<file path="config.mk">
export PLATFORM = sky130hd
export DESIGN_NAME = mouse_pkt_enc
export DESIGN_NICKNAME = d
export VERILOG_FILES = /design/src/rtl/mpe_pkg.sv /design/src/rtl/mpe_sat.sv /design/src/rtl/mpe_packer.sv /design/src/rtl/mpe_queue.sv /design/src/rtl/mouse_pkt_enc.sv
export SDC_FILE = /design/constraint.sdc
export NUM_CORES = 2
export LEC_CHECK = 0
export BUFFER_PORTS_ARGS = -buffer_cell sky130_fd_sc_hd__buf_4
export CAP_MARGIN = 30
export CORE_UTILIZATION = 50
export CTS_CLUSTER_DIAMETER = 60
export CTS_CLUSTER_SIZE = 20
export DETAILED_ROUTE_END_ITERATION = 8
export PLACE_DENSITY = 0.65
export SLEW_MARGIN = 5
export SYNTH_ARGS = -nofsm -noshare
export SYNTH_HDL_FRONTEND = slang
export SYNTH_SLANG_ARGS = --single-unit
</file>
<file path="constraint.sdc">
create_clock -name clk -period 9.7 [get_ports clk]
set_clock_uncertainty 0.1 [all_clocks]
set_input_delay 0.485 -clock clk [delete_from_list [all_inputs] [get_ports clk]]
set_output_delay 0.485 -clock clk [all_outputs]
set_load 0.005 [all_outputs]
</file>
<file path="src/rtl/mpe_pkg.sv">
package mpe_pkg;
   localparam int unsigned BYTE_W  = 8;
   localparam int unsigned PKT_LEN = 5;
   localparam int          SAT_LIM = 127;
   localparam logic [BYTE_W-1:0] HDR_IDLE = 8'h87;

   typedef logic [BYTE_W-1:0] byte_t;

   typedef struct packed {
      logic left;
      logic mid;
      logic right;
   } btn_t;
endpackage

</file>
<file path="src/rtl/mpe_sat.sv">
module mpe_sat
   import mpe_pkg::*;
#(
   parameter int unsigned IN_W   = 10,
   parameter bit          NEGATE = 1'b0
) (
   input  logic signed [IN_W-1:0] din,
   output byte_t                  dout
);
   localparam int unsigned EW = IN_W + 1;
   localparam logic signed [EW-1:0] POS_LIM = EW'(SAT_LIM);
   localparam logic signed [EW-1:0] NEG_LIM = -POS_LIM;

   logic signed [EW-1:0] ext;

   generate
      if (IN_W < BYTE_W) begin : g_bad_width
         $error("mpe_sat: IN_W must be at least one byte wide");
      end
      if (NEGATE) begin : g_negate
         assign ext = -($signed({din[IN_W-1], din}));
      end else begin : g_pass
         assign ext = $signed({din[IN_W-1], din});
      end
   endgenerate

   always_comb begin
      if (ext > POS_LIM)
         dout = POS_LIM[BYTE_W-1:0];
      else if (ext < NEG_LIM)
         dout = NEG_LIM[BYTE_W-1:0];
      else
         dout = ext[BYTE_W-1:0];
   end
endmodule

</file>
<file path="src/rtl/mpe_packer.sv">
module mpe_packer
   import mpe_pkg::*;
#(
   parameter int unsigned DELTA_W = 10
) (
   input  logic                     clk,
   input  logic                     rst_n,
   input  logic                     evt_valid,
   input  logic signed [DELTA_W-1:0] dx,
   input  logic signed [DELTA_W-1:0] dy,
   input  btn_t                     btn,
   output logic                     push,
   output byte_t                    push_data
);
   localparam int unsigned IW = $clog2(PKT_LEN);

   byte_t         x_sat, y_sat, hdr;
   byte_t         pkt_q [PKT_LEN];
   logic [IW-1:0] idx_q;
   logic          busy_q;
   logic          accept;

   mpe_sat #(.IN_W(DELTA_W), .NEGATE(1'b0)) u_sat_x (.din(dx), .dout(x_sat));
   mpe_sat #(.IN_W(DELTA_W), .NEGATE(1'b1)) u_sat_y (.din(dy), .dout(y_sat));

   assign hdr    = HDR_IDLE & ~{5'b0, btn.left, btn.mid, btn.right};
   assign accept = evt_valid && !busy_q;

   always_ff @(posedge clk or negedge rst_n) begin
      if (!rst_n) begin
         busy_q <= 1'b0;
         idx_q  <= '0;
         for (int i = 0; i < int'(PKT_LEN); i++) pkt_q[i] <= '0;
      end else if (accept) begin
         pkt_q[0] <= hdr;
         pkt_q[1] <= x_sat;
         pkt_q[2] <= y_sat;
         for (int i = 3; i < int'(PKT_LEN); i++) pkt_q[i] <= '0;
         idx_q  <= '0;
         busy_q <= 1'b1;
      end else if (busy_q) begin
         if (idx_q == IW'(PKT_LEN - 1)) begin
            busy_q <= 1'b0;
            idx_q  <= '0;
         end else begin
            idx_q <= idx_q + 1'b1;
         end
      end
   end

   assign push      = busy_q;
   assign push_data = pkt_q[idx_q];
endmodule

</file>
<file path="src/rtl/mpe_queue.sv">
module mpe_queue
   import mpe_pkg::*;
#(
   parameter int unsigned DEPTH = 256,
   localparam int unsigned AW   = $clog2(DEPTH),
   localparam int unsigned CW   = AW + 1
) (
   input  logic          clk,
   input  logic          rst_n,
   input  logic          clr,
   input  logic          push,
   input  byte_t         din,
   input  logic          pop,
   output byte_t         dout,
   output logic          avail,
   output logic [CW-1:0] count
);
   byte_t         mem [DEPTH];
   logic [AW-1:0] wptr, rptr;
   logic [CW-1:0] cnt;
   logic          wr_ok, rd_ok;

   generate
      if ((1 << AW) != DEPTH || DEPTH < 2) begin : g_bad_depth
         $error("mpe_queue: DEPTH must be a power of two of at least 2");
      end
   endgenerate

   assign wr_ok = push && (cnt != CW'(DEPTH));
   assign rd_ok = pop && (cnt != '0);

   always_ff @(posedge clk or negedge rst_n) begin
      if (!rst_n) begin
         wptr <= '0;
         rptr <= '0;
         cnt  <= '0;
      end else if (clr) begin
         wptr <= '0;
         rptr <= '0;
         cnt  <= '0;
      end else begin
         if (wr_ok) wptr <= wptr + 1'b1;
         if (rd_ok) rptr <= rptr + 1'b1;
         cnt <= cnt + CW'(wr_ok) - CW'(rd_ok);
      end
   end

   always_ff @(posedge clk) begin
      if (wr_ok && !clr) mem[wptr] <= din;
   end

   assign avail = (cnt != '0);
   assign dout  = avail ? mem[rptr] : '0;
   assign count = cnt;
endmodule

</file>
<file path="src/rtl/mouse_pkt_enc.sv">
module mouse_pkt_enc
   import mpe_pkg::*;
#(
   parameter int unsigned DELTA_W = 10,
   parameter int unsigned QDEPTH  = 256
) (
   input  logic               clk,
   input  logic               rst_n,
   input  logic               clr,
   input  logic               evt_valid,
   input  logic [DELTA_W-1:0] evt_dx,
   input  logic [DELTA_W-1:0] evt_dy,
   input  logic               btn_left,
   input  logic               btn_mid,
   input  logic               btn_right,
   input  logic               rd_en,
   output logic [7:0]         rd_data,
   output logic               rd_avail
);
   localparam int unsigned CW = $clog2(QDEPTH) + 1;

   btn_t          btn;
   logic          pk_push;
   byte_t         pk_data;
   logic [CW-1:0] q_count;

   assign btn = '{left: btn_left, mid: btn_mid, right: btn_right};

   mpe_packer #(.DELTA_W(DELTA_W)) u_packer (
      .clk       (clk),
      .rst_n     (rst_n),
      .evt_valid (evt_valid),
      .dx        ($signed(evt_dx)),
      .dy        ($signed(evt_dy)),
      .btn       (btn),
      .push      (pk_push),
      .push_data (pk_data)
   );

   mpe_queue #(.DEPTH(QDEPTH)) u_queue (
      .clk   (clk),
      .rst_n (rst_n),
      .clr   (clr),
      .push  (pk_push),
      .din   (pk_data),
      .pop   (rd_en),
      .dout  (rd_data),
      .avail (rd_avail),
      .count (q_count)
   );
endmodule

</file>
## After elaboration in Yosys (flattened, before gate mapping)

Memory sizes are Yosys's and may differ from the RTL's.
Cells that the tools add are included.
W data, S select, Z words.

- Equal/unequal tests: 2
- Add/subtract/negate cells: 6
- Magnitude comparators: 5
- Reduce and logical (&&, ||, !) cells: 10
- Bitwise gates (word level): 2
- Multiplexer cells: 21

Operators by type and width:

| cell | number |
|---|---|
| $mux W8 | 11 |
| $bmux W8 S3 | 1 |
| $add A8 B1 Y8 const B | 2 |
| $gt A11 B8 Y1 const B | 1 |
| $lt A11 B8 Y1 const B | 1 |
| $neg A10 Y11 | 1 |
| $gt A10 B8 Y1 const B | 1 |
| $lt A10 B8 Y1 const B | 1 |
| $add A9 B1 Y9 | 1 |
| $mux W3 | 3 |
| $mux W9 | 1 |
| $ne A9 B9 Y1 const B | 1 |
| $reduce_bool A9 Y1 | 1 |
| $sub A9 B1 Y9 | 1 |
| $not A3 Y8 | 1 |
| $reduce_bool A2 Y1 | 3 |
| $mux W1 | 5 |
| $ge A4 B4 Y1 const B | 1 |
| $logic_and A1 B1 Y1 | 4 |
| $not A3 Y4 | 1 |
| $add A3 B1 Y3 const B | 1 |
| $eq A3 B3 Y1 const B | 1 |
| $logic_not A1 Y1 | 2 |

- Memories: 1
- Bits in registers: 49
- Memory bits (writable): 2048
- Input port bits: 28

Memories:

| memory | depth | bits a word | read ports | clocked after memory_dff | wr ports | line | RTL |
|---|---|---|---|---|---|---|---|
| u_queue.mem | 256 | 8 | 1 | 0 | 1 | mpe_queue.sv:18 | `byte_t mem [DEPTH];` |

## Longest topological paths before layout

- Depth after elaboration: 5
- Depth in mapped cells: 18
- Mapped depth without buffers: 16

## By module

From an unflattened synthesis, not the netlist that was laid out.

- Cells, all modules: 4057
- Area total of the unflattened synthesis: 82994.6 sq um

By module, submodules not included:

| module | cells an instance | seq. area each (sq um) | times used | area each (sq um) |
|---|---|---|---|---|
| mpe_queue | 3868 | 62124.6 | 1 | 81235.4 |
| mpe_packer | 96 | 600.6 | 1 | 1174.9 |
| mpe_sat at u_packer.u_sat_y | 59 | 0.0 | 1 | 400.4 |
| mpe_sat at u_packer.u_sat_x | 34 | 0.0 | 1 | 183.9 |

## Least setup slack after synthesis

OpenSTA, ideal clock, no wires.

- Path kind: reg2reg
- Start point: register u_packer.idx_q[0]
- End point: memory u_queue.mem[0][3] (netlist name), data pin
- Slack: 1.275 ns
- Period minus slack after synthesis: 8.425 ns
- Data required time: 8.208 ns
- Stages on the path, launching flop included: 6
- Arrival: 6.933 ns
- Path through: dfrtp_1 > clkbuf_1 > inv_1 > nor2_1 > a22oi_1 > nor2_1

- Word-level cells in the longest chain between the ends: 4

RTL lines:

| what | line | RTL |
|---|---|---|
| start: declaration | mpe_packer.sv:19 | `logic [IW-1:0] idx_q;` |
| start signal: assignment | mpe_packer.sv:46 | `idx_q <= idx_q + 1'b1;` |
| $not A3 Y4 (not written as such) | mpe_packer.sv:52 | `assign push_data = pkt_q[idx_q];` |
| $bmux W8 S3 | mpe_packer.sv:52 |  |
| $mux W8 (not written as such) (2 in series) | mpe_packer.sv:52 |  |
| via pk_data[3] | mouse_pkt_enc.sv:24 | `byte_t pk_data;` |
| end: declaration | mpe_queue.sv:18 |  |

The timed path passes the listed nets, and every way through them passes these cells. The select of a mux whose other input is x is not followed.

## Worst setup path after layout

- Start point: register u_queue.rptr[0]
- End point: output port rd_data[2]

- Word-level cells in the longest chain between the ends: 2

RTL lines:

| what | line | RTL |
|---|---|---|
| start: declaration | mpe_queue.sv:19 | `logic [AW-1:0] wptr, rptr;` |
| start signal: assignment | mpe_queue.sv:43 | `if (rd_ok) rptr <= rptr + 1'b1;` |
| $mem_v2 Z256 W8 | n/a |  |
| $mux W8 | mpe_queue.sv:53 | `assign dout = avail ? mem[rptr] : '0;` |
| end: declaration | mouse_pkt_enc.sv:17 | `output logic [7:0] rd_data,` |

Every way passes these cells.

==> run_results.csv <==
group,metric,value,unit
timing,hold_violations,0,
global_route,grt_max_degree,205,
clock_network,post_cts_buffers,0,
timing,fin_crit,6448,ps
global_route,antenna_found_initial,3,
run,drv_cap,0,
clock_network,path_clk_slew,70,ps
logic_synthesis,synth_seq_cells,2097,
critical_path,worstPathCellList,"buf_12 > buf_4 > mux4_2 > nor2_1 > a2111oi_0 > nor4_1 > a211oi_1 > a21o_1 > buf_4",
logic_synthesis,async_flop_share,2.337,%
logic_synthesis,synth_seq_area_share,75.52,%
clock_network,cts_root_buffer,"clkbuf_16",
logic_synthesis,syn_inst,4178,
placed_design,dp_slack,4290,ps
global_route,grt_pass1_wl,297800,um
critical_path,crit_family,"compound AO/OA/AOI/OAI gates",
clock_network,cts_buffer_depth,3,
detailed_routing,num_vias,41810,
global_route,use_met2,38.07,%
critical_path,crit_slowest_cell,"a2111oi_0",
outcome,status,"finished, final reports clean",
critical_path,crit_type,"reg2out",
clock_network,hold_buffers,21,
final_layout,stdcell_count,6522,
detailed_routing,drt-initial-drc-count,5646,
detailed_routing,wire_per_inst,31.95,um
timing,setup_violations,0,
floorplanning,coreArea,165000,um2
timing,slew-limit-headroom,21.02,%
clock_network,clk_latency,810,ps
worst_hold_path,hp-class,"in2reg",
logic_synthesis,synth-main-ff-cell,"edfxtp_1",
placed_design,dpl.hpwl,123800,um
final_layout,fin_nets,4282,
timing,setup_tns,0,ps
final_layout,final_cell_mix,"2048 x edfxtp_1, 407 x mux4_2, 340 x nor2_1, 247 x mux2i_1, 145 x clkbuf_16",
detailed_routing,detail-route-antenna-nets,0,
global_route,grtUsageMet1,35.92,%
critical_path,cp.required,9120,ps
global_route,grt_pass1_vias,40890,
final_layout,drive_gt1_share,18.97,%
floorplanning,start_util,50.34,%
power,swShare,29.06,%
worst_hold_path,worstHoldEndpoint,"u_packer.pkt_q[19]",
critical_path,reg2reg_slack,5610,ps
critical_path,crit_top_cell,"buf_4",
power,clkPwrFrac,27.3,%
timing,fmax,0.1551,GHz
logic_synthesis,yosysWarnings,0,
clock_network,cts_sinks,2097,
critical_path,arrival,5860,ps
critical_path,r2r_cells,17,
power,power.density,252.1,nW/um2
critical_path,crit_buf_inv,3,
worst_hold_path,hold_depth,3,
floorplanning,rows,149,
global_route,grt.overflow.total,0,
timing,worstMarginPinSlew,1155,ps
logic_synthesis,synth_area,83060,um2
power,p_int,16.15,mW
detailed_routing,wirelength,208400,um
detailed_routing,first_pass_iters,8,
floorplanning,die_y,409.6,um
timing,setup_ws,3252,ps
clock_network,htree_levels,4,
final_layout,final_common_cell,"edfxtp_1",
detailed_routing,drc,0,
critical_path,slowest_delay,1010,ps
global_route,grt_usage,24.83,%
placed_design,dpl.cell_count,6246,
clock_network,numCtsBuffers,143,
global_route,busiest_layer,"met2",
critical_path,worst_setup_path_start_kind,"flip-flop",
power,power_frac_comb,20.8,%
logic_synthesis,synth.avg_cell_area,19.88,um2
critical_path,cp-end-kind,"primary output",
global_route,grt_use_met3,4.842,%
logic_synthesis,synth_nets,4228,
critical_path,r2r_end,"u_queue.count[8]",
detailed_routing,via_per_inst,6.410,
timing,rsz0062_at_grt,"no",
power,p_sw,6.614,mW
placed_design,place.gp.congestion,0.8443,
clock_network,cts_resized,0,
final_layout,syn2layout_area_growth,8.703,%
power,ir_drop,0.0005248,V
timing,final.period_utilization,66.47,%
logic_synthesis,synth_cell_types,74,
logic_synthesis,synth_edf_count,2048,
floorplanning,ios,37,
worst_hold_path,min-delay-start,"evt_dy[3]",
placed_design,port_buffers,36,
floorplanning,die_w,409.6,um
critical_path,crit_fanout,87,
timing,holdWs,51.06,ps
final_layout,final_core_utilization,54.72,%
critical_path,worstReg2RegStart,"u_queue.count[5]",
timing,slew_viol_final,0,
power,pwr-share-seq,52.0,%
power,leakage,27.75,nW
floorplanning,dieArea,167700,um2
clock_network,cts_tree,"built",
[power groups by stage]
stage,clock network [mW],registers (mW),logic [mW]
floorplan,0,12.5,2.90
global route,6.57,11.8,5.00
CTS,6.26,11.8,4.71
finish,6.20,11.8,4.72
global placement,0,12.0,4.55
detailed placement,0,12.0,4.71
[state kept, by name, summed over array words and instances, names as in the netlist]
signal	flops
u_queue.mem	2048
u_packer.pkt_q	20
u_queue.count	9
u_queue.rptr	8
u_queue.wptr	8
u_packer.push	1
u_packer.idx_q	3
[logic make-up (layout without fill, tap and decap cells)]
group / count (synthesis) / count (layout) / share of synthesized area [%]
AO/OA/AOI/OAI: 415 / 415 / 3.588
XOR/XNOR: 23 / 23 / 0.2425
adder cells (fa/ha/maj): 22 / 22 / 0.3405
buffers and inverters: 276 / 427 / 2.275
flip-flops: 2097 / 2097 / 75.52
multiplexers: 674 / 674 / 14.48
other: 0 / 4 / 0
AND/OR/NAND/NOR: 671 / 671 / 3.551
[worst register-to-register path: cells and delay by family, from the launching register on]
| kind | cells | cell delay, ps |
|---|---|---|
| adder cells (fa/ha/maj) | 4 | 1140 |
| AND/OR/NAND/NOR | 4 | 1000 |
| AO/OA/AOI/OAI | 5 | 830 |
| flip-flops | 1 | 390 |
| buffers and inverters | 3 | 360 |
| XOR/XNOR | 1 | 140 |
[Yosys cell counts, drive strengths merged, types with 3 or more instances]
master   instances  area share (%)
a31oi           37            0.28
or3              7           0.053
o22ai           14            0.11
a21o             5           0.045
nand2          108            0.49
or2b             4           0.036
clkbuf          96            0.47
a22o             6           0.063
nor2           352             1.6
o221ai          12            0.13
mux2             9            0.12
a221o           23            0.28
a211oi          45            0.41
inv             25            0.11
a311oi           3           0.032
a22oi           52            0.47
mux4           418              11
and3             5           0.038
xor2             6           0.063
edfxtp        2048              74
nor3            44            0.27
or4              5           0.045
a2111oi         16            0.17
mux2i          247             3.0
o311ai           6           0.063
nand3           64            0.39
ha              21            0.32
o21bai           3           0.027
nand2b          15            0.11
o31ai            7           0.063
o211ai          10           0.090
nor4            16            0.14
a21oi           52            0.31
buf            152             1.7
o21ai           62            0.37
nor2b           30            0.23
o32ai            3           0.032
and2             4           0.030
a221oi          42            0.47
nor4b            3           0.032
nand4            9           0.068
dfrtp           49             1.5
xnor2           17            0.18
[layout make-up]
class / count / area [um2]
fillers: 12400 / 74700
multi-input cells: 1805 / 18580
flip-flops and latches: 2097 / 62740
inverters: 26 / 102.6
well taps: 2189 / 2739
clock inverters: 81 / 892.1
diodes: 4 / 10.01
clock buffers: 161 / 3689
repair buffers: 159 / 1530
[layer usage]
layer | vias to the layer above | routed length (um)
met2 | 2127 | 98370
met5 | - | 8
li1 | 17230 | -
met4 | 2 | 6464
met3 | 318 | 19270
met1 | 22130 | 84240
[metrics by stage]
| stage | power, mW | area [um2] |
|---|---|---|
| floorplan | 15.37 | 83060 |
| global placement | 16.58 | 85200 |
| detailed placement | 16.74 | 85370 |
| CTS | 22.80 | 90160 |
| global route | 23.42 | 90280 |
| finish | 22.76 | 90290 |
[how the worst max path moves through the flow]
| stage | startpoint | endpoint | slack [ps] | cells after the start |
|---|---|---|---|---|
| finish | u_queue.rptr[0] | rd_data[2] | 3250 | 9 |
| detailed placement | u_queue.rptr[0] | rd_data[6] | 4290 | 10 |
| global placement | u_queue.rptr[0] | rd_data[2] | 4220 | 9 |
| CTS | u_queue.rptr[0] | rd_data[2] | 3350 | 9 |
| floorplan | u_packer.idx_q[0] | u_queue.mem[0][3] | 1270 | 5 |
| global route | u_queue.rptr[0] | rd_data[2] | 3210 | 9 |
No activity file was read; power rests on OpenSTA's default activity.
